<file path="src/rtl/fcs_pkg.sv">
package fcs_pkg;
  typedef enum logic [1:0] {ST_IDLE, ST_SHIFT, ST_TAIL} fcs_state_e;

  localparam int unsigned CTRL_ADDR   = 0;
  localparam int unsigned BITCNT_ADDR = 1;
  localparam int unsigned TX_BASE     = 2;
  localparam int unsigned GO_BIT      = 2;
endpackage

</file>
<file path="src/rtl/fcs_regs.sv">
module fcs_regs
  import fcs_pkg::*;
#(
  parameter int NUM_BYTES = 6,
  parameter int ADDR_W    = 4,
  parameter int CNT_W     = 6
) (
  input  logic                   clk,
  input  logic                   rst_n,
  input  logic                   wr,
  input  logic [ADDR_W-1:0]      addr,
  input  logic [7:0]             wdata,
  output logic [7:0]             rdata,
  input  logic [NUM_BYTES*8-1:0] rx_bits,
  input  logic                   done,
  output logic                   start,
  output logic                   busy,
  output logic [CNT_W-1:0]       bit_count,
  output logic [NUM_BYTES*8-1:0] tx_bits
);
  localparam int MAX_BITS = NUM_BYTES * 8;
  localparam int RX_BASE  = TX_BASE + NUM_BYTES;

  logic                 busy_q;
  logic [CNT_W-1:0]     cnt_q;
  logic [MAX_BITS-1:0]  tx_q;
  logic                 wr_ok;
  logic                 go_req;

  // register writes are accepted only while the engine is idle
  assign wr_ok  = wr && !busy_q;
  assign go_req = wr_ok && (addr == ADDR_W'(CTRL_ADDR)) && wdata[GO_BIT];
  assign start  = go_req && (cnt_q != '0);

  always_ff @(posedge clk or negedge rst_n) begin
    if (!rst_n) begin
      busy_q <= 1'b0;
      cnt_q  <= '0;
      tx_q   <= '0;
    end else begin
      if (start) begin
        busy_q <= 1'b1;
      end else if (done) begin
        busy_q <= 1'b0;
      end
      if (wr_ok && (addr == ADDR_W'(BITCNT_ADDR))) begin
        if (int'(wdata) > MAX_BITS) cnt_q <= CNT_W'(MAX_BITS);
        else                        cnt_q <= CNT_W'(wdata);
      end
      for (int i = 0; i < NUM_BYTES; i++) begin
        if (wr_ok && (addr == ADDR_W'(TX_BASE + i))) tx_q[8*i +: 8] <= wdata;
      end
    end
  end

  always_comb begin
    rdata = '0;
    if (addr == ADDR_W'(CTRL_ADDR))   rdata[GO_BIT] = busy_q;
    if (addr == ADDR_W'(BITCNT_ADDR)) rdata = 8'(cnt_q);
    for (int i = 0; i < NUM_BYTES; i++) begin
      if (addr == ADDR_W'(TX_BASE + i)) rdata = tx_q[8*i +: 8];
      if (addr == ADDR_W'(RX_BASE + i)) rdata = rx_bits[8*i +: 8];
    end
  end

  assign busy      = busy_q;
  assign bit_count = cnt_q;
  assign tx_bits   = tx_q;
endmodule

</file>
<file path="src/rtl/fcs_timer.sv">
module fcs_timer #(
  parameter int CW = 3
) (
  input  logic          clk,
  input  logic          rst_n,
  input  logic          load,
  input  logic [CW-1:0] load_val,
  output logic          expire
);
  logic [CW-1:0] cnt_q;

  always_ff @(posedge clk or negedge rst_n) begin
    if (!rst_n)            cnt_q <= '0;
    else if (load)         cnt_q <= load_val;
    else if (cnt_q != '0)  cnt_q <= cnt_q - CW'(1);
  end

  assign expire = (cnt_q == '0);
endmodule

</file>
<file path="src/rtl/fcs_engine.sv">
module fcs_engine
  import fcs_pkg::*;
#(
  parameter int NUM_BYTES = 6,
  parameter int HALF_DIV  = 2,
  parameter int CNT_W     = 6
) (
  input  logic                   clk,
  input  logic                   rst_n,
  input  logic                   start,
  input  logic [CNT_W-1:0]       bit_count,
  input  logic [NUM_BYTES*8-1:0] tx_bits,
  input  logic                   miso,
  output logic                   cs_n,
  output logic                   sclk,
  output logic                   mosi,
  output logic [NUM_BYTES*8-1:0] rx_bits,
  output logic                   done
);
  localparam int W  = NUM_BYTES * 8;
  localparam int TW = $clog2(2 * HALF_DIV + 1);

  fcs_state_e       state_q;
  logic             cs_n_q;
  logic             sclk_q;
  logic [W-1:0]     txsr_q;
  logic [W-1:0]     rxsr_q;
  logic [CNT_W-1:0] left_q;
  logic             expire;
  logic             tick;
  logic             last_fall;
  logic             t_load;
  logic [TW-1:0]    t_val;

  assign tick      = (state_q != ST_IDLE) && expire;
  assign last_fall = (state_q == ST_SHIFT) && sclk_q && (left_q == CNT_W'(1));
  assign t_load    = ((state_q == ST_IDLE) && start) || tick;
  assign t_val     = last_fall ? TW'(2 * HALF_DIV - 1) : TW'(HALF_DIV - 1);
  assign done      = (state_q == ST_TAIL) && expire;

  fcs_timer #(.CW(TW)) u_timer (
    .clk      (clk),
    .rst_n    (rst_n),
    .load     (t_load),
    .load_val (t_val),
    .expire   (expire)
  );

  always_ff @(posedge clk or negedge rst_n) begin
    if (!rst_n) begin
      state_q <= ST_IDLE;
      cs_n_q  <= 1'b1;
      sclk_q  <= 1'b0;
      txsr_q  <= '0;
      rxsr_q  <= '0;
      left_q  <= '0;
    end else begin
      unique case (state_q)
        ST_IDLE: begin
          if (start) begin
            state_q <= ST_SHIFT;
            cs_n_q  <= 1'b0;
            txsr_q  <= tx_bits;
            left_q  <= bit_count;
          end
        end
        ST_SHIFT: begin
          if (tick) begin
            if (!sclk_q) begin
              sclk_q <= 1'b1;
              rxsr_q <= {rxsr_q[W-2:0], miso};
            end else begin
              sclk_q <= 1'b0;
              txsr_q <= {txsr_q[W-2:0], 1'b0};
              left_q <= left_q - CNT_W'(1);
              if (left_q == CNT_W'(1)) state_q <= ST_TAIL;
            end
          end
        end
        ST_TAIL: begin
          if (tick) begin
            cs_n_q  <= 1'b1;
            state_q <= ST_IDLE;
          end
        end
        default: state_q <= ST_IDLE;
      endcase
    end
  end

  assign cs_n    = cs_n_q;
  assign sclk    = sclk_q;
  assign mosi    = !cs_n_q && txsr_q[W-1];
  assign rx_bits = rxsr_q;
endmodule

</file>
<file path="src/rtl/flash_cmd_shifter.sv">
module flash_cmd_shifter #(
  parameter int NUM_BYTES = 6,
  parameter int HALF_DIV  = 2,
  parameter int ADDR_W    = 4
) (
  input  logic              clk,
  input  logic              rst_n,
  input  logic              reg_wr,
  input  logic [ADDR_W-1:0] reg_addr,
  input  logic [7:0]        reg_wdata,
  output logic [7:0]        reg_rdata,
  output logic              spi_cs_n,
  output logic              spi_sclk,
  output logic              spi_mosi,
  input  logic              spi_miso
);
  localparam int W     = NUM_BYTES * 8;
  localparam int CNT_W = $clog2(W + 1);

  logic             start;
  logic             busy;
  logic             done;
  logic [CNT_W-1:0] bit_count;
  logic [W-1:0]     tx_bits;
  logic [W-1:0]     rx_bits;

  fcs_regs #(
    .NUM_BYTES (NUM_BYTES),
    .ADDR_W    (ADDR_W),
    .CNT_W     (CNT_W)
  ) u_regs (
    .clk       (clk),
    .rst_n     (rst_n),
    .wr        (reg_wr),
    .addr      (reg_addr),
    .wdata     (reg_wdata),
    .rdata     (reg_rdata),
    .rx_bits   (rx_bits),
    .done      (done),
    .start     (start),
    .busy      (busy),
    .bit_count (bit_count),
    .tx_bits   (tx_bits)
  );

  fcs_engine #(
    .NUM_BYTES (NUM_BYTES),
    .HALF_DIV  (HALF_DIV),
    .CNT_W     (CNT_W)
  ) u_engine (
    .clk       (clk),
    .rst_n     (rst_n),
    .start     (start),
    .bit_count (bit_count),
    .tx_bits   (tx_bits),
    .miso      (spi_miso),
    .cs_n      (spi_cs_n),
    .sclk      (spi_sclk),
    .mosi      (spi_mosi),
    .rx_bits   (rx_bits),
    .done      (done)
  );
endmodule

</file>
<file path="config.mk">
export PLATFORM = sky130hd
export DESIGN_NAME = flash_cmd_shifter
export DESIGN_NICKNAME = d
export VERILOG_FILES = /design/src/rtl/fcs_pkg.sv /design/src/rtl/fcs_regs.sv /design/src/rtl/fcs_timer.sv /design/src/rtl/fcs_engine.sv /design/src/rtl/flash_cmd_shifter.sv
export SDC_FILE = /design/constraint.sdc
export NUM_CORES = 1
export LEC_CHECK = 0
export ABC_CLOCK_PERIOD_IN_PS = 2570
export BUFFER_PORTS_ARGS = -buffer_cell sky130_fd_sc_hd__clkbuf_2
export CAP_MARGIN = 20
export CORE_ASPECT_RATIO = 2
export CORE_MARGIN = 1.5
export CORE_UTILIZATION = 60
export CTS_CLUSTER_DIAMETER = 30
export CTS_CLUSTER_SIZE = 14
export DETAILED_ROUTE_END_ITERATION = 10
export PLACE_DENSITY = 0.86
export SLEW_MARGIN = 20
export SYNTH_ARGS = -nofsm -noshare
export SYNTH_HDL_FRONTEND = slang
export SYNTH_SLANG_ARGS = --single-unit
</file>
<file path="constraint.sdc">
create_clock -name clk -period 2.57 [get_ports clk]
set_input_delay 0.257 -clock clk [delete_from_list [all_inputs] [get_ports clk]]
set_output_delay 0.257 -clock clk [all_outputs]
set_load 0.005 [all_outputs]
</file>
### After elaboration in Yosys (flattened, before gate mapping)

Cells that the tools add are included.

* reduce and logical (&&, ||, !) cells: 35
* eq/ne operators: 21
* mux-type cells: 38
* $add $sub $neg: 2
* magnitude comparators: 1
* bitwise gates (word level): 1

Operator list (count)
* two-way mux 48 bit: 3
* two-way mux 8 bit: 12
* one-hot mux 48 bit (2 select lines): 1
* two-way mux 6 bit: 5
* == test 4 bit (second input constant): 6
* logical AND 1 bit: 17
* == test 4 x 3 -> 1 bit (second input constant): 4
* two-way mux 2 bit: 6
* one-hot mux 6 bit (2 select lines): 1
* nonzero test 2 bit: 5
* == test 4 x 2 -> 1 bit (second input constant): 2
* > comparator 8 x 6 -> 1 bit (second input constant): 1
* != test 2 x 1 -> 1 bit (second input constant): 4
* == test 6 x 1 -> 1 bit (second input constant): 1
* two-way mux 1 bit: 6
* two-way mux 3 bit: 2
* one-hot mux 2 bit (3 select lines): 1
* AND reduction 3 bit: 2
* nonzero test 6 bit: 1
* subtractor 6 x 1 -> 6 bit (second input constant): 1
* AND reduction 5 bit: 1
* == test 4 x 1 -> 1 bit (second input constant): 1
* zero test 4 bit: 1
* AND reduction 4 bit: 1
* other kinds (12): 13

* register bits: 164

### Longest topological paths before layout

Gate-level depths: netlist (run 1).

* word-level depth: 15
* depth in mapped cells: 9
* depth with buffers taken out: 7

### Cells and area by module

Synthesis (run 1) repeated with hierarchy kept, for this count alone.

* cells, all modules: 742
* area total of the unflattened synthesis: 8419.3 µm²

Modules (own cells, without submodules)
* fcs_engine: area each 4778.3 µm², sequential area each 2653.8 µm², cells an instance 394, times used 1
* fcs_regs: area each 3439.5 µm², sequential area each 1376.3 µm², cells an instance 327, times used 1
* fcs_timer: area each 201.4 µm², sequential area each 75.1 µm², cells an instance 21, times used 1

### Worst setup path after synthesis (run 1)

No wires, ideal clock.

* path kind: register to register
* start: reg u_regs.busy_q (netlist: u_regs.busy)
* end: reg u_engine.left_q[1]
* setup time: 0.132 ns
* data arrival time: 1.980 ns
* cell stages (with the launch flop): 8
* required time: 2.438 ns
* period minus slack after synthesis: 2.112 ns
* buffers on the path: 2
* path slack: 0.458 ns
* path through: dfrtp_1 or4b_4 a2111oi_4 a31oi_2 buf_4 buf_6 nand2_1 o21ai_1

* longest elaborated chain between the ends: 7

RTL lines
* from (decl): RTL line fcs_regs.sv:24 `logic busy_q;`
* from (signal assigned): RTL line fcs_regs.sv:37 `busy_q <= 1'b0;`
* from (signal assigned): RTL line fcs_regs.sv:42 `busy_q <= 1'b1;`
* from (signal assigned): RTL line fcs_regs.sv:44 `busy_q <= 1'b0;`
* zero test 1 bit: RTL line fcs_regs.sv:31 `assign wr_ok = wr && !busy_q;`
* logical AND 1 bit: RTL line fcs_regs.sv:31
* logical AND 1 bit (2 in series): RTL line fcs_regs.sv:32 `assign go_req = wr_ok && (addr == ADDR_W'(CTRL_ADDR)) && wdata[GO_BIT];`
* logical AND 1 bit: RTL line fcs_regs.sv:33 `assign start = go_req && (cnt_q != '0);`
* != test 2 x 1 -> 1 bit (no line)
* AND reduction 4 bit (no line)
* to (signal assigned): RTL line fcs_engine.sv:64 `left_q <= bit_count;`
* to (signal assigned): RTL line fcs_engine.sv:75 `left_q <= left_q - CNT_W'(1);`
* to (decl): RTL line fcs_engine.sv:28 `logic [CNT_W-1:0] left_q;`

No other way between the ends.
A chain may end at the register's enable or synchronous reset.

### Final worst setup path (run 1)

* start: reg u_regs.cnt_q[4] (netlist: u_regs.bit_count[4])
* end: out reg_rdata[4]

* longest elaborated chain between the ends: 13

RTL lines
* from (decl): RTL line fcs_regs.sv:25 `logic [CNT_W-1:0] cnt_q;`
* from (signal assigned): RTL line fcs_regs.sv:48 `else cnt_q <= CNT_W'(wdata);`
* two-way mux 6 bit: RTL line fcs_regs.sv:59 `if (addr == ADDR_W'(BITCNT_ADDR)) rdata = 8'(cnt_q);`
* two-way mux 8 bit: RTL line fcs_regs.sv:61 `if (addr == ADDR_W'(TX_BASE + i)) rdata = tx_q[8*i +: 8];`
* two-way mux 8 bit: RTL line fcs_regs.sv:62 `if (addr == ADDR_W'(RX_BASE + i)) rdata = rx_bits[8*i +: 8];`
* two-way mux 8 bit: RTL line fcs_regs.sv:61
* two-way mux 8 bit: RTL line fcs_regs.sv:62
* two-way mux 8 bit: RTL line fcs_regs.sv:61
* two-way mux 8 bit: RTL line fcs_regs.sv:62
* two-way mux 8 bit: RTL line fcs_regs.sv:61
* two-way mux 8 bit: RTL line fcs_regs.sv:62
* two-way mux 8 bit: RTL line fcs_regs.sv:61
* two-way mux 8 bit: RTL line fcs_regs.sv:62
* two-way mux 8 bit: RTL line fcs_regs.sv:61
* two-way mux 8 bit: RTL line fcs_regs.sv:62
* to (decl): RTL line flash_cmd_shifter.sv:11 `output logic [7:0] reg_rdata,`

No other way between the ends.

==> results of run 1 <==
==> kinds of logic after synthesis <==
group                    count (synthesis)  share of synthesized area
AO/OA/AOI/OAI                          196                      0.157
flip-flops                             164                      0.504
adder cells (fa/ha/maj)                  4                    0.00615
XOR/XNOR                                 1                    0.00108
buffers and inverters                   59                     0.0321
AND/OR/NAND/NOR                        184                      0.107
multiplexers                           145                      0.193
==> how the worst max path moves through the flow <==
stage	endpoint	slack, ns	cells after the start
floorplan	u_engine.left_q[1]	0.46	7
global placement	reg_rdata[1]	0.15	7
detailed placement	reg_rdata[1]	0.09	7
CTS	reg_rdata[1]	0.08	7
global route	reg_rdata[1]	0.04	9
finish	reg_rdata[4]	0.12	6
==> sequential cells by signal, summed over array words and instances, names as in the netlist, 2 cells and up <==
register / cells
u_engine.rx_bits: 48
u_engine.txsr_q: 48
u_regs.tx_bits: 48
u_engine.left_q: 6
u_regs.bit_count: 6
u_engine.u_timer.cnt_q: 3
u_engine.state_q: 2
==> worst register-to-register path: cells and delay by family (launching register included) <==
kind | cells | cell delay, ns
and+or+nand+nor | 2 | 0.71
AOI/OAI and AO/OA | 3 | 0.68
DFF | 1 | 0.46
buffers and inverters | 1 | 0.28
==> metrics by stage <==
step	setup slack [ns]	util	std cells	cell area, µm²	hold WS (ns)
CTS	0.0842	0.687	957	9180	0.0122
floorplan	0.458	-	753	8140	-0.0386
global route	0.0415	0.687	957	9190	0.0407
finish	0.124	0.687	957	9190	-0.0429
detailed placement	0.0937	0.645	926	8620	0.466
global placement	0.149	0.645	926	8620	0.451
==> layout by cell type (no fill, tap or decap), types with 6 or more instances in the layout <==
cell	count
a21oi_1	29
mux2_2	95
nor2_1	27
inv_6	6
inv_1	10
nand2_1	91
a22oi_1	6
clkbuf_16	17
clkbuf_2	25
dfrtp_1	163
a22o_1	9
nand2b_1	11
o22a_1	11
mux2i_1	50
o21ai_0	41
buf_4	36
o21ai_1	40
nand3_1	10
nor3_1	6
o22ai_1	7
nor2b_1	10
==> final cells by class <==
| class | instances | area (µm²) |
|---|---|---|
| multi-input cells | 530 | 3800 |
| well taps | 155 | 194 |
| inverters | 11 | 41.3 |
| flip-flops and latches | 164 | 4110 |
| clock buffers | 18 | 439 |
| clock inverters | 13 | 118 |
| repair buffers | 66 | 487 |
| fillers | 972 | 4180 |
==> where the power goes <==
group | leakage (µW) | switching [µW] | internal [µW]
clock network | 0.000269 | 1120 | 1290
logic | 0.00160 | 313 | 201
registers | 0.00227 | 46.1 | 2630
total | 0.00414 | 1480 | 4120
==> per-layer routing <==
metal  vias up  share of wire
met2       258           0.51
met4         0          0.078
li1       2830              -
met3        97          0.042
met1      3075           0.37
met5         -              0
==> results.sh, run 1 <==
export IMPL_p_leak_uw=0.00414
export IMPL_grt_setup_unrepaired="false"
export IMPL_grt_pass1_vias=6465
export IMPL_cts_max_level=4
export IMPL_clockBufferDepth=2
export IMPL_core_area_um2=13400
export IMPL_grt_max_degree=165
export IMPL_vias=6260
export IMPL_synth_area_per_cell_um2=10.8
export IMPL_nets=810
export IMPL_drt_iter0_drc=540
export IMPL_synth_seq_area_share=0.504
export IMPL_path_class="register to output pin"
export IMPL_status="finished with violations"
export IMPL_syn_area_um2=8140
export IMPL_wl_per_cell_um=23.3
export IMPL_grtUsageMet2=0.560
export IMPL_crit_path_end_kind="output pin"
export IMPL_dieHeight_um=168
export IMPL_hold_ws_ns=-0.0429
export IMPL_yosysWarnings=0
export IMPL_firstDrtPassIters=10
export IMPL_yosys_top_cells_area="dfrtp_1 (50%), mux2_2 (13%), mux2i_1 (6.1%), nand2_1 (4.2%), o21ai_0 (2.5%)"
export IMPL_grt_busiest_layer="met2"
export IMPL_worstMarginPinSlew_ns=0.911
export IMPL_synth_most_common_cell="dfrtp_1"
export IMPL_port_buffers=26
export IMPL_fp_dieArea_um2=14300
export IMPL_clock_latency_ns=0.43
export IMPL_worstPathCellList="nor4bb_1 > a311o_1 > o311a_1 > o31ai_1 > a31oi_1 > clkbuf_2"
export IMPL_clock_sinks=164
export IMPL_slowest_delay_ns=0.46
export IMPL_drive_above_1_share=0.252
export IMPL_ir_drop_mv=0.489
export IMPL_gp_congestion=1.07
export IMPL_reg2reg_depth=6
export IMPL_start_util=0.609
export IMPL_cp_num_buf_inv=1
export IMPL_syn_inst=753
export IMPL_synth_edff_count=0
export IMPL_reg2reg_from="u_regs.busy"
export IMPL_setup_tns_ns=0
export IMPL_hold_path_class="input pin to async pin"
export IMPL_cts_made_buffers=17
export IMPL_clock_skew_ns=0.00861
export IMPL_arrival_ns=2.19
export IMPL_fin_crit_sh=0.952
export IMPL_synth_flop_cell="dfrtp_1"
export IMPL_r2r_end="u_engine.txsr_q[20]"
export IMPL_pin_count=27
export IMPL_use_met1=0.367
export IMPL_setup_viol=0
export IMPL_cts_clk_slew_worst_paths_ns=0.07
export IMPL_drc_errors=1
export IMPL_async_flop_share=1.00
export IMPL_critPathRequiredTime_ns=2.31
export IMPL_routed_via_density=6.54
export IMPL_p_total_uw=5600
export IMPL_wl_um=22300
export IMPL_cts_resized=0
export IMPL_ys_ff_latch=164
export IMPL_crit_fanout=4
export IMPL_grt_pass1_wl_um=35200
export IMPL_area_growth_pct=12.8
export IMPL_power_density_nw_per_um2=609
export IMPL_startpoint_type="register"
export IMPL_violations="DRC, hold timing"
export IMPL_synthTopCellsByCount="dfrtp_1 (163), mux2_2 (95), nand2_1 (91), mux2i_1 (50), o21ai_0 (41)"
export IMPL_hold_viol_final=56
export IMPL_gr_usage_all_layers=0.328
export IMPL_synth_area_leader_cell="dfrtp_1"
export IMPL_die_w_um=85.4
export IMPL_antenna_found_initial=0
export IMPL_cpMaxStageDelayCell="dfrtp_1"
export IMPL_ys_types=59
export IMPL_cp_top_family="compound AO/OA/AOI/OAI gates"
export IMPL_dp_hpwl_um=16400
export IMPL_synth_top_area_share=0.501
export IMPL_drv_slew=0
export IMPL_fin_crit_ns=2.45
export IMPL_syn_nets=773
export IMPL_cts_hold_buf=0
export IMPL_ant_nets=0
export IMPL_cts_tree="yes"
export IMPL_diodes=0
export IMPL_relSlewSlack=0.384
export IMPL_maxCapViolCount=0
export IMPL_r2r_slack_ns=0.31
export IMPL_gr_total_overflow=0
export IMPL_num_rows=60
export IMPL_crit_path_start="u_regs.bit_count[4]"
export IMPL_cts_setup_buffers=0
export IMPL_fmax_ghz=0.409
export IMPL_use_met3=0.0557
export IMPL_clockRootBuffer="clkbuf_16"
No activity file was read; power rests on OpenSTA's default activity.
==> run 2, diff against run 1 <==
- ABC_CLOCK_PERIOD_IN_PS: 2570 -> 3100
- clock period: 2.57 -> 3.1 ns (I/O delays scaled with it)
==> run 2 against run 1 <==
Against the previous run:
- the flow finishes with violations (DRC)
- first-iteration DRC count is 3.5% lower
- final cell count fell by 1.0%
- die area did not move
- non-clock buffer count decreased by 11
- clock power down 11%
- wire length decreased by 0.98%
- critical path type is now input pin to output pin
- highest routed layer unchanged
==> results.sh, run 2 (synthesis gave the netlist of run 1 again) <==
export IMPL_status="finished with violations"
export IMPL_violations="DRC"
export IMPL_r2r_end="u_engine.rx_bits[28]"
export IMPL_area_growth_pct=12.3
export IMPL_path_class="input pin to output pin"
export IMPL_wl_um=22100
export IMPL_cts_tree="yes"
export IMPL_antenna_found_initial=0
export IMPL_r2r_slack_ns=0.63
export IMPL_slowest_delay_ns=0.68
export IMPL_port_buffers=26
export IMPL_hold_viol_final=0
export IMPL_startpoint_type="input pin"
export IMPL_fmax_ghz=0.340
export IMPL_worstPathCellList="clkbuf_2 > buf_4 > nor3b_1 > a21oi_1 > a2bb2oi_1 > a222oi_1 > o22a_1 > clkbuf_2"
export IMPL_die_w_um=85.4
export IMPL_grt_pass1_vias=6513
export IMPL_gp_congestion=1.01
export IMPL_start_util=0.609
export IMPL_cts_clk_slew_worst_paths_ns=0.07
export IMPL_critPathRequiredTime_ns=2.79
export IMPL_gr_total_overflow=0
export IMPL_drt_iter0_drc=521
export IMPL_p_leak_uw=0.00411
export IMPL_cts_made_buffers=17
export IMPL_ant_nets=0
export IMPL_reg2reg_from="u_engine.u_timer.cnt_q[0]"
export IMPL_layout_commonest_cell="dfrtp_1"
export IMPL_crit_path_end_kind="output pin"
export IMPL_worstMarginPinSlew_ns=0.913
export IMPL_power_density_nw_per_um2=524
export IMPL_min_to="u_engine.rx_bits[0]"
export IMPL_nets=799
export IMPL_gr_usage_all_layers=0.332
export IMPL_grt_pass1_wl_um=35900
export IMPL_setup_viol=0
export IMPL_pin_count=27
export IMPL_fin_crit_sh=0.950
export IMPL_hold_path_cell_count=2
export IMPL_crit_fanout=18
export IMPL_hold_path_startpoint="spi_miso"
export IMPL_diodes=0
export IMPL_grt_setup_unrepaired="false"
export IMPL_drc_errors=1
export IMPL_fin_area_um2=9140
export IMPL_ir_drop_mv=0.360
export IMPL_path_common_cell="clkbuf_2"
export IMPL_wl_per_cell_um=23.3
export IMPL_core_area_um2=13400
export IMPL_grt_max_degree=68
export IMPL_dieHeight_um=168
export IMPL_clock_skew_ns=0.0112
export IMPL_fp_dieArea_um2=14300
export IMPL_vias=6241
export IMPL_clock_latency_ns=0.43
export IMPL_num_rows=60
export IMPL_routed_via_density=6.59
export IMPL_relSlewSlack=0.391
export IMPL_setup_tns_ns=0
export IMPL_fin_crit_ns=2.95
export IMPL_clockBufferDepth=2
export IMPL_clock_sinks=164
export IMPL_drive_above_1_share=0.240
export IMPL_cpMaxStageDelayCell="nor3b_1"
export IMPL_arrival_ns=2.64
export IMPL_clockRootBuffer="clkbuf_16"
export IMPL_drv_slew=0
export IMPL_reg2reg_depth=7
export IMPL_maxCapViolCount=0
export IMPL_firstDrtPassIters=10
export IMPL_cts_max_level=4
export IMPL_final_cell_mix="dfrtp_1 (163), mux2_2 (95), nand2_1 (91)"
export IMPL_hold_path_class="input pin to register"
export IMPL_postPlaceCellArea_um2=8500
export IMPL_dp_hpwl_um=16000
-- run 2: changes by cell type in the layout (fill, tap and decap cells not counted), sizes merged --
| cell | before | now |
|---|---|---|
| bufinv | 0 | 2 |
| dlygate4sd3 | 0 | 1 |
| clkinv | 5 | 3 |
| buf | 41 | 29 |
| clkinvlp | 2 | 3 |
-- run 2: metrics by stage --
step	setup slack [ns]	util	hold WS (ns)	total power (µW)	instances
after detailed placement	0.313	0.636	0.313	2680	913
after floorplan	0.988	-	0.0144	2490	753
after CTS	0.313	0.682	0.110	4810	946
final	0.155	0.684	0.106	4790	947
after global placement	0.285	0.636	0.301	2650	913
after global routing	0.188	0.684	0.0997	4950	947
-- run 2: per-layer routing --
layer | vias up | share of wire | GRT usage
met5 | - | 0 | 0
li1 | 2811 | - | -
met3 | 86 | 0.050 | 0.0636
met1 | 3074 | 0.37 | 0.393
met2 | 270 | 0.51 | 0.544
met4 | 0 | 0.070 | 0.219
-- run 2: power by group --
group / total, µW / leakage, µW / switching, µW / internal [µW]
Sequential: 2220 / 0.00227 / 38.9 / 2180
Combinational: 424 / 0.00155 / 268 / 156
Clock: 2150 / 0.000288 / 916 / 1230
-- run 2: repair_timing --
item	4_1_cts	5_1_grt
buffers inserted	0	0
hold buffers	1	0
gates resized for setup	0	0
endpoints found under the hold margin	55	0
-- run 2: area by class of cell --
class,count,area [µm²]
flip-flops and latches,164,4110
well taps,155,194
clock inverters,14,163
inverters,11,41.3
multi-input cells,530,3800
fillers,997,4220
clock buffers,18,439
repair buffers,55,402
-- run 2: worst max-delay path: cells and delay by family --
| kind | cells | cell delay, ns |
|---|---|---|
| AOI/OAI and AO/OA | 4 | 1.03 |
| buffers and inverters | 3 | 0.60 |
| and+or+nand+nor | 1 | 0.68 |
-- run 2: worst max path at each step --
stage | to | slack, ns | from
5_1_grt | reg_rdata[2] | 0.19 | reg_addr[1]
4_1_cts | reg_rdata[1] | 0.31 | reg_addr[1]
3_5_place_dp | reg_rdata[1] | 0.31 | reg_addr[1]
6_report | reg_rdata[1] | 0.15 | reg_addr[1]
3_3_place_gp | reg_rdata[1] | 0.29 | reg_addr[1]
2_1_floorplan | u_engine.left_q[1] | 0.99 | u_regs.busy
==> run 3, diff against run 2 <==
- BUFFER_PORTS_ARGS: -buffer_cell sky130_fd_sc_hd__clkbuf_2 -> -buffer_cell sky130_fd_sc_hd__buf_2
- CORE_MARGIN: 1.5 -> 10
==> run 3 against run 2 <==
Against the previous run:
- the flow now finishes without violations
- final cell count shrank 0.63%
- non-clock buffer count decreased by 6
- clock skew shrank 0.0036 ns
- via count rose by 1.9%
- count of clock-buffer cells in the layout unchanged
- sequential cell count unchanged
- first-iteration DRC count fell by 9.4%
- fmax rose by 5.8%
- register-to-register slack improved by 0.05 ns
- clock power about the same
- critical path type unchanged
- critical endpoint is now reg_rdata[4]
- largest cell class unchanged
==> results.sh, run 3 (synthesis gave the netlist of run 1 again) <==
export IMPL_fin_crit_sh=0.898
export IMPL_regArea_um2=4110
export IMPL_use_met3=0.0409
export IMPL_startpoint_type="input pin"
export IMPL_crit_fanout=33
export IMPL_num_rows=60
export IMPL_crit_path_end_kind="output pin"
export IMPL_worstPathCellList="buf_2 > nor2b_1 > buf_4 > a211oi_1 > a211oi_1 > o31ai_1 > a31oi_1 > buf_2"
export IMPL_grt_setup_unrepaired="false"
export IMPL_gr_total_overflow=0
export IMPL_critPathRequiredTime_ns=2.79
export IMPL_hold_ws_ns=0.115
export IMPL_routed_via_density=6.76
export IMPL_port_buffers=26
export IMPL_path_class="input pin to output pin"
export IMPL_drive_above_1_share=0.233
export IMPL_gp_congestion=1.03
export IMPL_setup_viol=0
export IMPL_power_density_nw_per_um2=529
export IMPL_cts_tree="yes"
export IMPL_cts_made_buffers=17
export IMPL_p_leak_uw=0.00408
export IMPL_ir_drop_mv=0.410
export IMPL_drv_slew=0
export IMPL_clock_latency_ns=0.43
export IMPL_cpMaxStageDelayCell="buf_2"
export IMPL_diodes=0
export IMPL_nets=793
export IMPL_multi_input_area_um2=3800
export IMPL_crit_path_start="reg_addr[1]"
export IMPL_reg2reg_depth=6
export IMPL_ant_nets=0
export IMPL_grtUsageMet2=0.455
export IMPL_clockRootBuffer="clkbuf_16"
export IMPL_firstDrtPassIters=5
export IMPL_nFillCells=1013
export IMPL_fin_crit_ns=2.78
export IMPL_wl_um=23700
export IMPL_relSlewSlack=0.508
export IMPL_grt_pass1_vias=6558
export IMPL_drt_iter0_drc=472
export IMPL_grt_busiest_layer="met2"
export IMPL_cts_hold_buf=1
export IMPL_hold_path_cell_count=2
export IMPL_start_util=0.609
export IMPL_arrival_ns=2.47
export IMPL_clockBufferDepth=2
export IMPL_area_growth_pct=11.4
export IMPL_setup_tns_ns=0
export IMPL_clock_sinks=164
export IMPL_grt_pass1_wl_um=37000
export IMPL_antenna_found_initial=0
export IMPL_dp_hpwl_um=17100
export IMPL_grt_max_degree=71
export IMPL_hold_path_class="input pin to register"
export IMPL_maxCapViolCount=0
export IMPL_hold_path_startpoint="spi_miso"
export IMPL_final_cell_mix="dfrtp_1 (163), mux2_2 (95), nand2_1 (91)"
export IMPL_gr_usage_all_layers=0.260
export IMPL_core_area_um2=13400
export IMPL_cts_resized=0
export IMPL_worstMarginPinSlew_ns=0.735
export IMPL_pin_count=27
export IMPL_reg2reg_from="u_regs.bit_count[1]"
export IMPL_hold_viol_final=0
export IMPL_slowest_delay_ns=0.47
export IMPL_clock_skew_ns=0.00760
export IMPL_use_met1=0.282
export IMPL_fp_dieArea_um2=18900
export IMPL_status="complete, no violations"
export IMPL_drc_errors=0
export IMPL_cts_setup_buffers=0
export IMPL_cts_clk_slew_worst_paths_ns=0.06
export IMPL_vias=6362
export IMPL_dieHeight_um=185
export IMPL_cts_max_level=4
export IMPL_wl_per_cell_um=25.2
export IMPL_layout_commonest_cell="dfrtp_1"
export IMPL_die_w_um=102
export IMPL_fmax_ghz=0.359
-- run 3: cell types whose count changed in the layout (fill, tap and decap cells not counted), moves of 3 or more --
| cell | before | now |
|---|---|---|
| clkinvlp_4 | 3 | 0 |
| clkbuf_2 | 25 | 0 |
| buf_4 | 25 | 20 |
| buf_2 | 0 | 25 |
-- run 3: path summary, 6_finish.rpt --
path,slack [ns],endpoint
min in group asynchronous,0.45,u_engine.txsr_q[34]
worst max-delay path,0.32,reg_rdata[4]
worst min-delay path,0.11,u_engine.rx_bits[0]
max in group asynchronous,1.81,u_engine.rx_bits[39]
worst max register to register,0.68,u_engine.txsr_q[5]
worst min register to register,0.48,u_engine.u_timer.cnt_q[2]
-- run 3: per-stage QoR --
stage	instances	power, µW	area, µm²	worst slack (ns)	util
2_1_floorplan	753	2490	8140	0.988	-
3_3_place_gp	908	2650	8460	0.384	0.633
3_5_place_dp	908	2670	8460	0.402	0.633
4_1_cts	941	4800	9070	0.387	0.679
5_1_grt	941	4950	9070	0.187	0.679
6_report	941	4800	9070	0.316	0.679
-- run 3: routing by layer --
metal / vias to the layer above / wire length [µm]
met4: 0 / 1530
met3: 108 / 1140
met1: 3180 / 8490
met2: 287 / 12500
met5: - / 0
li1: 2787 / -
-- run 3: report_power, final --
group          switching, µW  total (µW)  internal, µW
Combinational            266         418           151
Clock                    946        2160          1220
Sequential              39.1        2220          2180
Total                   1250        4800          3550
-- run 3: layout make-up --
| type | instances | share of cell area |
|---|---|---|
| Sequential cell | 164 | 0.453 |
| Clock buffer | 18 | 0.0473 |
| Multi-Input combinational cell | 530 | 0.419 |
| Inverter | 11 | 0.00455 |
| Clock inverter | 14 | 0.0182 |
| Timing Repair Buffer | 49 | 0.0371 |
| Tap cell | 155 | 0.0214 |
-- run 3: worst max-delay path, delay by kind of cell --
kind	cells	cell delay, ns
AO/OA/AOI/OAI	4	1.00
buffers and inverters	3	0.87
AND/OR/NAND/NOR	1	0.29
